$ cat src/rtl/llsc_monitor.sv
module llsc_monitor #(
  parameter int ADDR_W = 32,
  parameter int OFF_W  = 6
) (
  input  logic              clk,
  input  logic              rst_n,
  input  logic              ll_req,
  input  logic              sc_req,
  input  logic              tas_start,
  input  logic              tas_done,
  input  logic [ADDR_W-1:0] req_addr,
  input  logic              snp_wr,
  input  logic [ADDR_W-1:0] snp_addr,
  input  logic              evict_vld,
  input  logic [ADDR_W-1:0] evict_addr,
  output logic              snp_stall,
  output logic              sc_done,
  output logic              sc_pass
);
  localparam int BLK_W = ADDR_W - OFF_W;

  logic             rsv_vld, tas_hold;
  logic [BLK_W-1:0] rsv_blk, tas_blk;

  wire [BLK_W-1:0] req_blk   = req_addr[ADDR_W-1:OFF_W];
  wire [BLK_W-1:0] snp_blk   = snp_addr[ADDR_W-1:OFF_W];
  wire [BLK_W-1:0] evict_blk = evict_addr[ADDR_W-1:OFF_W];

  assign snp_stall = snp_wr & tas_hold & (snp_blk == tas_blk);

  wire snp_hit   = snp_wr & ~snp_stall & rsv_vld & (snp_blk == rsv_blk);
  wire evict_hit = evict_vld & rsv_vld & (evict_blk == rsv_blk);
  wire sc_ok     = sc_req & rsv_vld & (req_blk == rsv_blk) & ~snp_hit & ~evict_hit;

  always_ff @(posedge clk) begin
    if (!rst_n) begin
      rsv_vld <= 1'b0;
      rsv_blk <= '0;
    end else if (ll_req) begin
      rsv_vld <= 1'b1;
      rsv_blk <= req_blk;
    end else if (sc_req | snp_hit | evict_hit) begin
      rsv_vld <= 1'b0;
    end
  end

  always_ff @(posedge clk) begin
    if (!rst_n) begin
      tas_hold <= 1'b0;
      tas_blk  <= '0;
    end else if (tas_start) begin
      tas_hold <= 1'b1;
      tas_blk  <= req_blk;
    end else if (tas_done) begin
      tas_hold <= 1'b0;
    end
  end

  always_ff @(posedge clk) begin
    if (!rst_n) begin
      sc_done <= 1'b0;
      sc_pass <= 1'b0;
    end else begin
      sc_done <= sc_req;
      sc_pass <= sc_ok;
    end
  end


  sc_clears_chk: assert property (@(posedge clk) disable iff (!rst_n)
    (sc_req && !ll_req) |=> !rsv_vld);

  sc_resp_timing_chk: assert property (@(posedge clk) disable iff (!rst_n)
    sc_req |=> sc_done);

  no_spurious_done_chk: assert property (@(posedge clk) disable iff (!rst_n)
    !sc_req |=> !sc_done);

  pass_needs_done_chk: assert property (@(posedge clk) disable iff (!rst_n)
    sc_pass |-> sc_done);

  snoop_kills_chk: assert property (@(posedge clk) disable iff (!rst_n)
    (snp_hit && !ll_req) |=> !rsv_vld);

  evict_kills_chk: assert property (@(posedge clk) disable iff (!rst_n)
    (evict_hit && !ll_req) |=> !rsv_vld);

  stall_needs_hold_chk: assert property (@(posedge clk) disable iff (!rst_n)
    snp_stall |-> (tas_hold && snp_wr));

  ll_sets_chk: assert property (@(posedge clk) disable iff (!rst_n)
    ll_req |=> (rsv_vld && rsv_blk == $past(req_blk)));
endmodule

$ cat config.mk
export PLATFORM = sky130hd
export DESIGN_NAME = llsc_monitor
export DESIGN_NICKNAME = d
export VERILOG_FILES = /design/src/rtl/llsc_monitor.sv
export SDC_FILE = /design/constraint.sdc
export NUM_CORES = 1
export LEC_CHECK = 0
export BUFFER_PORTS_ARGS = -buffer_cell sky130_fd_sc_hd__buf_2
export CORE_MARGIN = 10
export CORE_UTILIZATION = 45
export DETAILED_ROUTE_END_ITERATION = 10
export GPL_TIMING_DRIVEN = 0
export PLACE_DENSITY = 0.75
export RECOVER_POWER = 50
export SYNTH_ARGS = -nofsm -noshare
export SYNTH_HDL_FRONTEND = slang
export SYNTH_SLANG_ARGS = --single-unit
$ cat constraint.sdc
create_clock -name clk -period 1.6 [get_ports clk]
set_input_delay 0.24 -clock clk [delete_from_list [all_inputs] [get_ports clk]]
set_output_delay 0.24 -clock clk [all_outputs]
set_load 0.02 [all_outputs]
==> key figures <==
Clock network
  – TritonCTS clock tree: built
  – CTS Sinks: 56
  – Later-pin clock latency in the skew report: between 0.3 and 0.4 ns
  – H-tree levels: 2
  – Total CTS buffers: 5
  – Clk root buf: clkbuf_8
  – Reg clk slew, reported paths: approximately 0.1 ns
  – Longest Clk Path Bufs: 2

Timing
  – RSZ-0062 raised after global routing: yes
  – Max Fclk: about 510 MHz
  – Setup TNS: -0.742 ns
  – Slew Viols, Final: 0
  – Post-Route Skew: about 0.0045 ns
  – Worst Tran Pin Value: a little over 0.8 ns
  – Setup-failing EPs final: 3
  – Fin crit period: 1.95 ns
  – Rel. slew slack: a little under half
  – Final WS setup: -0.347 ns
  – Fin crit share: 122%
  – Final hold vios: 0

Power and ir drop
  – P_sw: 0.941 mW
  – Clock Power Share: about a quarter
  – Leakage power: between 1.5 and 2 nW
  – Logic pwr share: around a quarter
  – Worst VDD drop: 0.360 mV
  – Flop pwr share: approximately 50%
  – Switching Fraction: between 20% and 30%
  – Pwr Density: about 750 nW/um^2
  – Int Pwr: between 2 and 2.5 mW

Logic synthesis
  – Avg Cell Area, Syn: 10.0 sq um
  – Yosys reg bits: 56
  – Sequential-to-total area share from yosys stat: 34.8%
  – Synth unique cells: 18
  – Mapped Nets: around 430
  – Gate count of the mapped netlist: ~320
  – Mapped Area: 3220 sq um
  – Yosys warning count: 0

Die
  – Die X: 105 um
  – Die height: 105 um
  – Io pins: ~110
  – Die Area: 10900 sq um
  – Core area: 6870 sq um
  – # rows: 30
  – Initial core utilization: 46.9%

GRT
  – Largest net degree at the start of global routing: 16
  – Total GRT Usage: between 10% and 20%
  – Global-route wire length before repair: about 15000 um
  – Initial antenna violation count: 0
  – Vias in the first global route: ~2900
  – Gr ovfl total: 0

Drt
  – Vias/cell: 5.18
  – Total Wirelength: roughly 9900 um
  – Starting DRT DRC Count: ~140
  – Drt wl/cell: roughly 19 um
  – First-pass DRT Iterations: 4
  – Antenna-violating nets left: 0
  – Via total after detailed routing: approximately 2700
  – # DRC: 0

Cells and area
  – Footprint of the multi-input gates: approximately 2300 sq um
  – Final Util: 61.1%
  – Area growth syn-to-layout: 30.4%
  – Antenna cells: 0
  – Register area: about 1200 sq um
  – Final nets: between 500 and 600
  – Share of layout cells above drive strength 1: 35.1%
  – # fillers: slightly below 600

Flow run
  – MaxCap Viol Count: 0

Min path
  – Hold Path Class: input pin to flop
  – Worst Hold Path Cells: 2

Placed design
  – GPL Wtd Cong: slightly above 0.9
  – Post-Place Setup Slack: -0.270 ns
  – Buffers on Ports: between 80 and 90
  – Post-DP HPWL: between 7000 and 8000 um

Status
  – Failing checks: negative setup slack
  – Status: finished, violations left

Worst setup path
  – Worst r2r path cells: 5
  – CP Launch Type: flop
  – Worst Path Arrival: 1.71 ns
  – Crit Path Category: flop to output pin
  – Crit path max fanout: 2
  – Required @ worst endpoint: between 1 and 1.5 ns
  – CP endpoint kind: output pin
==> state kept, by name, summed over array words and instances, names as in the netlist <==
signal,flops
tas_hold,1
rsv_vld,1
sc_pass,1
rsv_blk,26
sc_done,1
tas_blk,26
==> through the flow <==
stage	area [sq um]	std cells	power, mW	hold WS (ns)
final	4200	520	3.16	0.156
after global routing	4200	520	3.28	0.156
after CTS	4000	515	3.09	0.150
after detailed placement	3760	503	2.27	0.477
after global placement	3760	503	2.26	0.477
after floorplan	3220	322	1.98	0.343
==> area by class of cell <==
class,instances,area share (%)
multi-input cells,254,54.3
repair buffers,94,11.8
plain buffers,12,1.19
flip-flops and latches,56,27.7
clock buffers,8,2.15
well taps,96,2.86
==> metal layers <==
metal	global-route usage [%]	wire length [um]	share of wire (%)	vias to the layer above
li1	-	-	-	1295
met1	21.7	4310	43	1276
met2	29.1	4780	48	111
met3	3.93	704	7.1	12
met4	3.14	132	1.3	0
met5	0	0	0	-
==> kinds of logic after synthesis <==
| logic type | synth area share, % |
|---|---|
| compound gates | 1.20 |
| xor+xnor | 28.3 |
| buf+inv | 1.63 |
| flops | 34.8 |
| mux | 16.2 |
| simple gates | 17.9 |
==> final timing paths <==
path          startpoint     endpoint  slack (ns)
max           tas_blk[0]    snp_stall       -0.35
min               sc_req      rsv_vld        0.16
max reg2reg   rsv_blk[4]      rsv_vld       -0.21
min reg2reg  tas_blk[21]  tas_blk[21]        0.54
==> critical path: stages (launching register included) <==
cell,delay (ns)
dfxtp_2,0.35
xnor2_2,0.14
nand4_1,0.16
nor4_2,0.41
and2_4,0.22
buf_6,0.12
==> power groups by stage <==
stage / registers [mW] / logic, mW / clock network, mW
floorplan: 1.58 / 0.404 / 0
global placement: 1.59 / 0.663 / 0
detailed placement: 1.60 / 0.669 / 0
CTS: 1.57 / 0.701 / 0.822
global route: 1.58 / 0.821 / 0.877
finish: 1.57 / 0.764 / 0.821
==> what timing repair did <==
item                                    CTS  global route
buffers inserted                          4             6
hold buffers                              0             0
cloned                                    0             0
pin swaps                                19            18
endpoints found under the setup margin    3             3
resized for setup                        27            35
==> placed cells by master, fill, tap and decap left out, drive strengths merged <==
master	n
buf	94
or4	2
nand4	14
a2111oi	1
clkbuf	20
dfxtp	56
mux2i	52
nor3	2
xnor2	57
and2	2
xor2	47
nor2b	53
o31ai	1
o21a	1
nor4	13
o311ai	1
nand2	2
nand3	6
==> cell usage after synthesis <==
master,count,share of area [%]
nor2b_1,53,10
nor3_1,2,0.31
clkbuf_1,6,0.70
o311ai_1,1,0.27
o21a_1,1,0.23
nand4_1,14,2.7
xnor2_1,57,16
buf_2,6,0.93
xor2_1,47,13
mux2i_1,52,16
o31ai_1,1,0.23
or4_1,2,0.47
a2111oi_2,1,0.47
nor4_1,13,2.5
dfxtp_1,56,35
nand3_1,6,0.93
and2_1,2,0.39
nand2_1,2,0.23
Power figures use the tool's default switching activity.
